<file path="src/rtl/raster_pkg.sv">
`timescale 1ns/1ps
package raster_pkg;

    localparam int unsigned AXIS_W = 13;

    typedef logic [AXIS_W-1:0] pos_t;

    typedef enum logic {
        SCAN_IDLE = 1'b0,
        SCAN_RUN  = 1'b1
    } scan_state_e;

    // Raw per-axis quantities as supplied at the block boundary.
    typedef struct packed {
        pos_t total;
        pos_t active;
        pos_t lead;
        pos_t trail;
        pos_t front;
        pos_t sync_w;
    } axis_raw_t;

    // Derived compare points used by the counters and decoders.
    typedef struct packed {
        pos_t last;       // total - 1
        pos_t sync_end;   // sync active below this
        pos_t vis_first;  // first visible count
        pos_t vis_last;   // first count after the visible span
    } axis_cfg_t;

    typedef struct packed {
        axis_cfg_t h;
        axis_cfg_t v;
        pos_t      irq_line;
        logic      h_pol;
        logic      v_pol;
        logic      blank;
    } frame_cfg_t;

    function automatic axis_cfg_t derive_axis(input axis_raw_t r, input logic min_one_front);
        pos_t      fp;
        axis_cfg_t c;
        fp          = (min_one_front && (r.front == '0)) ? pos_t'(1) : r.front;
        c.last      = r.total - pos_t'(1);
        c.sync_end  = r.sync_w;
        c.vis_last  = r.total - fp;
        c.vis_first = c.vis_last - r.active - r.lead - r.trail;
        return c;
    endfunction

    function automatic pos_t irq_line_of(input pos_t vis_first, input pos_t lead_lines);
        logic [AXIS_W:0] reach;
        logic [AXIS_W:0] diff;
        reach = {1'b0, vis_first} + {{AXIS_W{1'b0}}, 1'b1};
        diff  = reach - {1'b0, lead_lines};
        return ({1'b0, lead_lines} > reach) ? '0 : diff[AXIS_W-1:0];
    endfunction

    function automatic logic in_span(input pos_t p, input pos_t lo, input pos_t hi);
        return (p >= lo) && (p < hi);
    endfunction

endpackage

</file>
<file path="src/rtl/raster_cfg_stage.sv">
`timescale 1ns/1ps
module raster_cfg_stage
    import raster_pkg::*;
(
    input  logic       clk,
    input  logic       rst,
    input  logic       load,
    input  axis_raw_t  h_raw,
    input  axis_raw_t  v_raw,
    input  pos_t       irq_lead,
    input  logic       h_pol,
    input  logic       v_pol,
    input  logic       blank_req,
    output frame_cfg_t active_cfg
);

    frame_cfg_t next_cfg;

    always_comb begin
        next_cfg.h        = derive_axis(h_raw, 1'b0);
        next_cfg.v        = derive_axis(v_raw, 1'b1);
        next_cfg.irq_line = irq_line_of(next_cfg.v.vis_first, irq_lead);
        next_cfg.h_pol    = h_pol;
        next_cfg.v_pol    = v_pol;
        next_cfg.blank    = blank_req;
    end

    always_ff @(posedge clk) begin
        if (rst) begin
            active_cfg <= '0;
        end else if (load) begin
            active_cfg <= next_cfg;
        end
    end

endmodule

</file>
<file path="src/rtl/raster_core.sv">
`timescale 1ns/1ps
module raster_core
    import raster_pkg::*;
(
    input  logic      clk,
    input  logic      rst,
    input  logic      enable,
    input  axis_cfg_t h_cfg,
    input  axis_cfg_t v_cfg,
    input  pos_t      irq_line,
    input  logic      h_pol,
    input  logic      v_pol,
    output logic      running,
    output pos_t      h_pos,
    output pos_t      v_pos,
    output logic      cfg_load,
    output logic      vblank_entry,
    output logic      hsync,
    output logic      vsync,
    output logic      hblank,
    output logic      vblank,
    output logic      de,
    output logic      vline_irq
);

    localparam int unsigned N_AXES = 2;

    scan_state_e state;
    logic        line_end;
    logic        frame_end;
    logic        stop_now;
    pos_t        v_next;

    assign running      = (state == SCAN_RUN);
    assign line_end     = running && (h_pos == h_cfg.last);
    assign v_next       = (v_pos == v_cfg.last) ? '0 : v_pos + 1'b1;
    assign frame_end    = line_end && (v_pos == v_cfg.last);
    // The clamped front porch keeps vis_last at or below last, so this line is always reached.
    assign stop_now     = line_end && !enable && (v_pos == v_cfg.vis_last);
    assign vblank_entry = line_end && (v_next == v_cfg.vis_last);
    assign cfg_load     = !running || frame_end;

    always_ff @(posedge clk) begin
        if (rst) begin
            state <= SCAN_IDLE;
            h_pos <= '0;
            v_pos <= '0;
        end else begin
            case (state)
                SCAN_IDLE: begin
                    h_pos <= '0;
                    v_pos <= '0;
                    if (enable) state <= SCAN_RUN;
                end
                default: begin
                    if (stop_now) begin
                        state <= SCAN_IDLE;
                        h_pos <= '0;
                        v_pos <= '0;
                    end else if (line_end) begin
                        h_pos <= '0;
                        v_pos <= v_next;
                    end else begin
                        h_pos <= h_pos + 1'b1;
                    end
                end
            endcase
        end
    end

    // Per-axis decode: index 0 horizontal, index 1 vertical.
    pos_t             pos_a [N_AXES];
    axis_cfg_t        cfg_a [N_AXES];
    logic [N_AXES-1:0] sync_on;
    logic [N_AXES-1:0] vis_on;

    assign pos_a[0] = h_pos;
    assign pos_a[1] = v_pos;
    assign cfg_a[0] = h_cfg;
    assign cfg_a[1] = v_cfg;

    for (genvar g = 0; g < N_AXES; g++) begin : g_axis
        assign sync_on[g] = running && (pos_a[g] < cfg_a[g].sync_end);
        assign vis_on[g]  = running && in_span(pos_a[g], cfg_a[g].vis_first, cfg_a[g].vis_last);
    end

    assign hsync     = sync_on[0] ^ h_pol;
    assign vsync     = sync_on[1] ^ v_pol;
    assign hblank    = !vis_on[0];
    assign vblank    = !vis_on[1];
    assign de        = &vis_on;
    assign vline_irq = running && (h_pos == '0) && (v_pos == irq_line);

endmodule

</file>
<file path="src/rtl/raster_pix_mux.sv">
`timescale 1ns/1ps
module raster_pix_mux #(
    parameter int unsigned COMP_W = 10
) (
    input  logic                  blank,
    input  logic [3*COMP_W-1:0]   pix_in,
    input  logic [COMP_W-1:0]     fill_cb,
    input  logic [COMP_W-1:0]     fill_y,
    input  logic [COMP_W-1:0]     fill_cr,
    output logic [3*COMP_W-1:0]   pix_out
);

    localparam int unsigned N_COMP = 3;

    logic [COMP_W-1:0] fill_a [N_COMP];

    assign fill_a[0] = fill_cb;
    assign fill_a[1] = fill_y;
    assign fill_a[2] = fill_cr;

    for (genvar c = 0; c < N_COMP; c++) begin : g_comp
        assign pix_out[c*COMP_W +: COMP_W] = blank ? fill_a[c] : pix_in[c*COMP_W +: COMP_W];
    end

endmodule

</file>
<file path="src/rtl/raster_timing_gen.sv">
`timescale 1ns/1ps
module raster_timing_gen
    import raster_pkg::*;
#(
    parameter int unsigned FRAME_W = 16,
    parameter int unsigned COMP_W  = 10
) (
    input  logic                 clk,
    input  logic                 rst,
    input  logic                 run_en,
    input  logic [AXIS_W-1:0]    h_total,
    input  logic [AXIS_W-1:0]    h_active,
    input  logic [AXIS_W-1:0]    h_lead,
    input  logic [AXIS_W-1:0]    h_trail,
    input  logic [AXIS_W-1:0]    h_front,
    input  logic [AXIS_W-1:0]    h_sync_w,
    input  logic [AXIS_W-1:0]    v_total,
    input  logic [AXIS_W-1:0]    v_active,
    input  logic [AXIS_W-1:0]    v_lead,
    input  logic [AXIS_W-1:0]    v_trail,
    input  logic [AXIS_W-1:0]    v_front,
    input  logic [AXIS_W-1:0]    v_sync_w,
    input  logic [AXIS_W-1:0]    irq_lead,
    input  logic                 h_pol,
    input  logic                 v_pol,
    input  logic                 blank_req,
    input  logic [COMP_W-1:0]    fill_cb,
    input  logic [COMP_W-1:0]    fill_y,
    input  logic [COMP_W-1:0]    fill_cr,
    input  logic [3*COMP_W-1:0]  pix_in,
    output logic [3*COMP_W-1:0]  pix_out,
    output logic                 hsync,
    output logic                 vsync,
    output logic                 hblank,
    output logic                 vblank,
    output logic                 de,
    output logic [AXIS_W-1:0]    h_pos,
    output logic [AXIS_W-1:0]    v_pos,
    output logic [FRAME_W-1:0]   frame_cnt,
    output logic                 vline_irq,
    output logic                 blanked,
    output logic                 running
);

    axis_raw_t  h_raw;
    axis_raw_t  v_raw;
    frame_cfg_t act_cfg;
    logic       cfg_load;
    logic       vblank_entry;

    assign h_raw = '{total: h_total, active: h_active, lead: h_lead,
                     trail: h_trail, front: h_front, sync_w: h_sync_w};
    assign v_raw = '{total: v_total, active: v_active, lead: v_lead,
                     trail: v_trail, front: v_front, sync_w: v_sync_w};

    raster_cfg_stage u_cfg (
        .clk        (clk),
        .rst        (rst),
        .load       (cfg_load),
        .h_raw      (h_raw),
        .v_raw      (v_raw),
        .irq_lead   (irq_lead),
        .h_pol      (h_pol),
        .v_pol      (v_pol),
        .blank_req  (blank_req),
        .active_cfg (act_cfg)
    );

    raster_core u_core (
        .clk          (clk),
        .rst          (rst),
        .enable       (run_en),
        .h_cfg        (act_cfg.h),
        .v_cfg        (act_cfg.v),
        .irq_line     (act_cfg.irq_line),
        .h_pol        (act_cfg.h_pol),
        .v_pol        (act_cfg.v_pol),
        .running      (running),
        .h_pos        (h_pos),
        .v_pos        (v_pos),
        .cfg_load     (cfg_load),
        .vblank_entry (vblank_entry),
        .hsync        (hsync),
        .vsync        (vsync),
        .hblank       (hblank),
        .vblank       (vblank),
        .de           (de),
        .vline_irq    (vline_irq)
    );

    raster_pix_mux #(.COMP_W(COMP_W)) u_pix (
        .blank   (act_cfg.blank),
        .pix_in  (pix_in),
        .fill_cb (fill_cb),
        .fill_y  (fill_y),
        .fill_cr (fill_cr),
        .pix_out (pix_out)
    );

    assign blanked = act_cfg.blank;

    always_ff @(posedge clk) begin
        if (rst) begin
            frame_cnt <= '0;
        end else if (vblank_entry) begin
            frame_cnt <= frame_cnt + 1'b1;
        end
    end

endmodule

</file>
<file path="config.mk">
export PLATFORM = sky130hd
export DESIGN_NAME = raster_timing_gen
export DESIGN_NICKNAME = d
export VERILOG_FILES = /design/src/rtl/raster_pkg.sv /design/src/rtl/raster_cfg_stage.sv /design/src/rtl/raster_core.sv /design/src/rtl/raster_pix_mux.sv /design/src/rtl/raster_timing_gen.sv
export SDC_FILE = /design/constraint.sdc
export NUM_CORES = 1
export LEC_CHECK = 0
export BUFFER_PORTS_ARGS = -buffer_cell sky130_fd_sc_hd__buf_4
export CAP_MARGIN = 20
export CORE_MARGIN = 2
export CORE_UTILIZATION = 51
export CTS_CLUSTER_SIZE = 8
export DETAILED_ROUTE_END_ITERATION = 16
export PLACE_DENSITY = 0.78
export SYNTH_ARGS = -nofsm -noshare
export SYNTH_HDL_FRONTEND = slang
export SYNTH_HIERARCHICAL = 1
export SYNTH_SLANG_ARGS = --single-unit
</file>
<file path="constraint.sdc">
create_clock -name clk -period 6.76 [get_ports clk]
set_input_delay 0.338 -clock clk [delete_from_list [all_inputs] [get_ports clk]]
set_output_delay 0.338 -clock clk [all_outputs]
set_load 0.1 [all_outputs]
</file>
After elaboration in Yosys (flattened, before gate mapping)
Cells that the tools add are included.

Eq/ne operators: 5. Muxes and demuxes: 9. Reduce and logical (&&, ||, !) cells: 23. $add $sub $neg: 15. Order comparisons: 7. Bitwise operators: 3.

Operators by type and width (number): $sub 13x13->13 (9); $eq 13x13->1 (5); $lt 13x13->1 (4); $mux 13 (3); $mux 10 (3); $add 13x1->13 const B (2); $ge 13x13->1 (2); $logic_not 13->1 (2); $sub 13x1->13 const B (2); $add 16x1->16 const B (1); $add 13x1->14 const B (1); $gt 13x14->1 (1); $logic_and 1x1->1 (13); $logic_not 1->1 (4); $reduce_or 4->1 (1); $mux 1 (3); $reduce_or 3->1 (1); $reduce_and 2->1 (1); $xor 1x1->1 (2); $logic_or 1x1->1 (1); $not 1->1 (1).

Output and inout port bits: 80. Bits in registers: 163. Word-level logic and storage cells: 78.

Longest topological paths before layout
Depth in word-level cells: 9. Gate-level depth with buffers: 30. Gate-level depth less buffers: 29.

Modules after synthesis
The synthesis kept the hierarchy.

Modules (own cells, without submodules): raster_cfg_stage (area an instance 9442.8 um2, cells an instance 1117, sequential area each 2402.3 um2, instances 1); raster_core (area an instance 4062.6 um2, cells an instance 527, sequential area each 540.5 um2, instances 1); raster_timing_gen (area an instance 757.0 um2, cells an instance 83, sequential area each 320.3 um2, instances 1); raster_pix_mux (area an instance 484.2 um2, cells an instance 33, sequential area each 0.0 um2, instances 1).

Least setup slack after synthesis
No wires, ideal clock.

Path kind: register -> output. From: reg u_core.v_pos[0]. To: out de. Stages on the path, launching flop included: 11. Arrival: 7.814 ns. Setup slack: -1.392 ns. Cells stage by stage: dfxtp_1 buf_2 inv_1 ha_1 nand2b_1 a21o_1 a21oi_1 o21ai_0 o221a_2 o311ai_0 nor2_1.

Longest elaborated chain between the ends: 4. Elaborated cells on any way between the ends: 5. Classes of those cells: order compare (2); reduce/logical (3).

RTL lines: from (decl) (RTL line raster_core.sv:15) `output pos_t v_pos,`; from (signal assigned) (RTL line raster_core.sv:62) `v_pos <= v_next;`; $ge 13x13->1 or $lt 13x13->1 (tied branches) (RTL line raster_pkg.sv:60) `return (p >= lo) && (p < hi);`; $logic_and 1x1->1 (*) (RTL line raster_pkg.sv:60); $logic_and 1x1->1 (*) (RTL line raster_core.sv:84) `assign vis_on[g] = running && in_span(pos_a[g], cfg_a[g].vis_first, cfg_a[g].vis_last);`; $reduce_and 2->1 (*) (RTL line raster_core.sv:91) `assign de = &vis_on;`; to (decl) (RTL line raster_timing_gen.sv:36) `output logic de,`.

Every way passes the cells marked *; elsewhere a longest branch is shown, timed or not.

==> impl_metrics.yaml <==
outcome:
  status: "complete, no violations"
finish:
  diodes: 0
  drive_gt1_share_pct: 23.0
  final_area_mm2: 0.0184
  num-nets-final: 2529
  area_growth_pct: 24.9
  fillers: 2425
  final_common_cell: "buf_4"
  final_cell_mix: "367 x buf_4, 253 x inv_1, 191 x nor2_1"
floorplanning:
  pin_count: 315
  initial_utilization_pct: 51.5
  core-area_mm2: 0.0286
  die_y_um: 174
  die_x_um: 174
  die_area_mm2: 0.0303
  rows: 62
synthesis:
  ys_seq_area_share_pct: 22.1
  synth_cells: 1760
  synth_flop_cell: "dfxtp_1"
  yosys_warnings: 6
  syn_area_per_cell_um2: 8.38
  synth.distinct_cells: 85
  async_flop_share_pct: 0
  syn-cell-area_mm2: 0.0147
  syn_nets: 2203
  ys_seq_elements: 163
  synth_edf_count: 0
hold_path:
  hp-class: "primary input to register"
  worstHoldStart: "run_en"
  holdPathStages: 2
  hold_end: "u_core/running"
power_and_ir_drop:
  power_mw: 5.92
  powerDensity_mw_per_mm2: 322
  p_seq_share_pct: 20.1
  p_int_mw: 3.38
  power_switching_mw: 2.55
  clkPwrFrac_pct: 18.2
  max-vdd-ir-drop_uv: 393
  swShare_pct: 43.0
  p_leak_nw: 9.00
  comb_power_share_pct: 61.7
grt:
  overflow: 0
  grt_pass1_wl_um: 68600
  grt_max_degree: 68
  grt_pass1_vias: 13700
  grt_antenna_before_repair: 0
  track_usage_pct: 27.7
placed_design:
  portBuffers: 314
  place_area_mm2: 0.0177
  dp_hpwl_um: 33300
  routabilityCongestion: 0.915
routing:
  drtAntennaViolNets: 0
  viasPerCell: 5.59
  remaining_drc_errors: 0
  routed_wl_um: 42400
  wl_per_cell_um: 17.1
  drt-initial-drc-count: 1003
  first_pass_iters: 5
  wl_met2_um: 20500
  met1_length_um: 18400
  vias: 13900
  top_layer: "met4"
  routed-wl-met3_um: 2510
sta:
  fin_crit_sh_pct: 92.9
  min_period_ns: 6.28
  fin_hold_ws_ns: 0.120
  finalSetupViolCount: 0
  finalHoldViolations: 0
  fmax_mhz: 159
  fin_tns_setup_ns: 0
  rsz0062_at_grt: "no"
  maxSlewViolCount: 0
  finalClockSkew_ns: 0.0155
  worst_slew_pin_slew_ns: 1.06
  relSlewSlack_pct: 27.9
setup_path:
  cpPeakStageDelay_ns: 0.55
  critPathSlowestCell: "or4_1"
  startpoint_type: "primary input"
  reg2reg_depth: 11
  worstSetupPathType: "primary input to register"
  cp.arrival_ns: 6.61
  r2r_end: "frame_cnt[13]"
  worstSetupEndpointType: "register"
  r2r_setup_slack_ns: 2.16
  cp.required_ns: 7.09
  worst-path-buf-inv: 6
  critPathTopFamily: "compound AO/OA/AOI/OAI gates"
  r2r_start: "u_core/h_pos[6]"
  crit_path_max_fanout: 13
clock_network:
  cts_tree: "yes"
  root_buffer: "clkbuf_16"
  clk_latency_ns: 0.42
  cts_buffer_depth: 2
  numCtsBuffers: 17
  htreeDepth: 4
  clkTransAtPathRegs_ns: 0.06
  cts_sinks: 163
run:
  maxCapViolCount: 0
[layer usage]
| layer | up-vias | global-route usage [%] |
|---|---|---|
| met5 | - | 0 |
| met4 | 0 | 8.09 |
| met3 | 74 | 3.87 |
| met2 | 541 | 48.4 |
| met1 | 6566 | 35.5 |
| li1 | 6709 | - |
[synthesized netlist by cell type (all sizes together) (17+ instances only)]
library cell	count	area, um2
o31ai	17	178
buf	21	138
clkbuf	40	150
nand3	42	210
nor3	37	196
inv	253	950
o21ai	56	280
xor2	66	578
a211oi	44	340
ha	158	1980
a21oi	71	355
xnor2	86	753
nand4	17	140
nand2	69	259
nor4	27	215
dfxtp	163	3260
fa	50	1000
or3	17	106
nor2	191	717
mux2i	55	551
a21o	33	248
nand2b	18	113
mux2	33	484
[flip-flops by register name (all words and copies together), names as in the netlist]
signal            count
u_core/v_pos         13
u_core/running        1
u_cfg/active_cfg    120
u_core/h_pos         13
frame_cnt            16
[worst reg2reg max path, cell delays in order, from the launching register on]
cell	delay [ns]
dfxtp_1	0.70
xor2_1	0.18
nor4_2	0.37
nand4_2	0.50
a2111o_1	0.58
a221oi_2	0.18
nand3b_1	0.13
nor4_2	0.70
nand4_4	0.31
nor4_4	0.36
or3b_1	0.37
a21oi_1	0.14
[power groups by stage]
stage	clock network (mW)	registers [mW]	logic (mW)
final	1.08	1.19	3.66
after global routing	1.13	1.20	4.01
after CTS	1.09	1.19	3.56
after detailed placement	0	1.21	3.51
after global placement	0	1.20	3.43
after floorplan	0	1.18	2.47
[per-stage QoR]
stage               utilization [%]  cells  setup WS [ns]
finish                         64.3   2483          0.482
global route                   64.3   2483         0.0501
CTS                            64.2   2481          0.212
detailed placement             61.9   2449         -0.466
global placement               61.9   2449         -0.205
floorplan                         -   1760          0.345
[worst max-delay path by stage]
| stage | from | end | slack, ns | depth (start not counted) |
|---|---|---|---|---|
| 2_1_floorplan | u_core/v_pos[0] | de | 0.34 | 10 |
| 3_3_place_gp | v_front[11] | u_cfg/active_cfg[11] | -0.21 | 28 |
| 3_5_place_dp | v_front[11] | u_cfg/active_cfg[11] | -0.47 | 28 |
| 4_1_cts | v_front[11] | u_cfg/active_cfg[11] | 0.21 | 28 |
| 5_1_grt | v_front[11] | u_cfg/active_cfg[11] | 0.05 | 31 |
| 6_report | v_front[11] | u_cfg/active_cfg[7] | 0.48 | 30 |
[cells by family after synthesis]
group / count (synthesis) / share of synthesized area (%)
AOI/OAI and AO/OA: 333 / 15.9
xor gates and xnor gates: 152 / 9.03
adders and majority gates: 208 / 20.2
buffers and inverters: 314 / 8.39
DFF: 163 / 22.1
muxes: 88 / 7.02
and+or+nand+nor: 502 / 17.3
[layout make-up]
class                      instances  area, um2  share of cell area (%)
timing repair buffer             368       2780                    15.1
clock inverter                    12        203                    1.10
tap                              384        480                    2.61
sequential                       163       3260                    17.7
multi-input combinational       1283      10300                    55.9
clock buffer                      20        457                    2.48
inverter                         253        950                    5.16
[what timing repair did]
| item | CTS | global route |
|---|---|---|
| setup endpoints to repair | 12 | 13 |
| pin swaps | 0 | 1 |
| buffers inserted | 0 | 1 |
| hold buffers | 0 | 0 |
| gates cloned | 0 | 0 |
| resized for setup | 1 | 2 |
No activity file was read; power rests on OpenSTA's default activity.
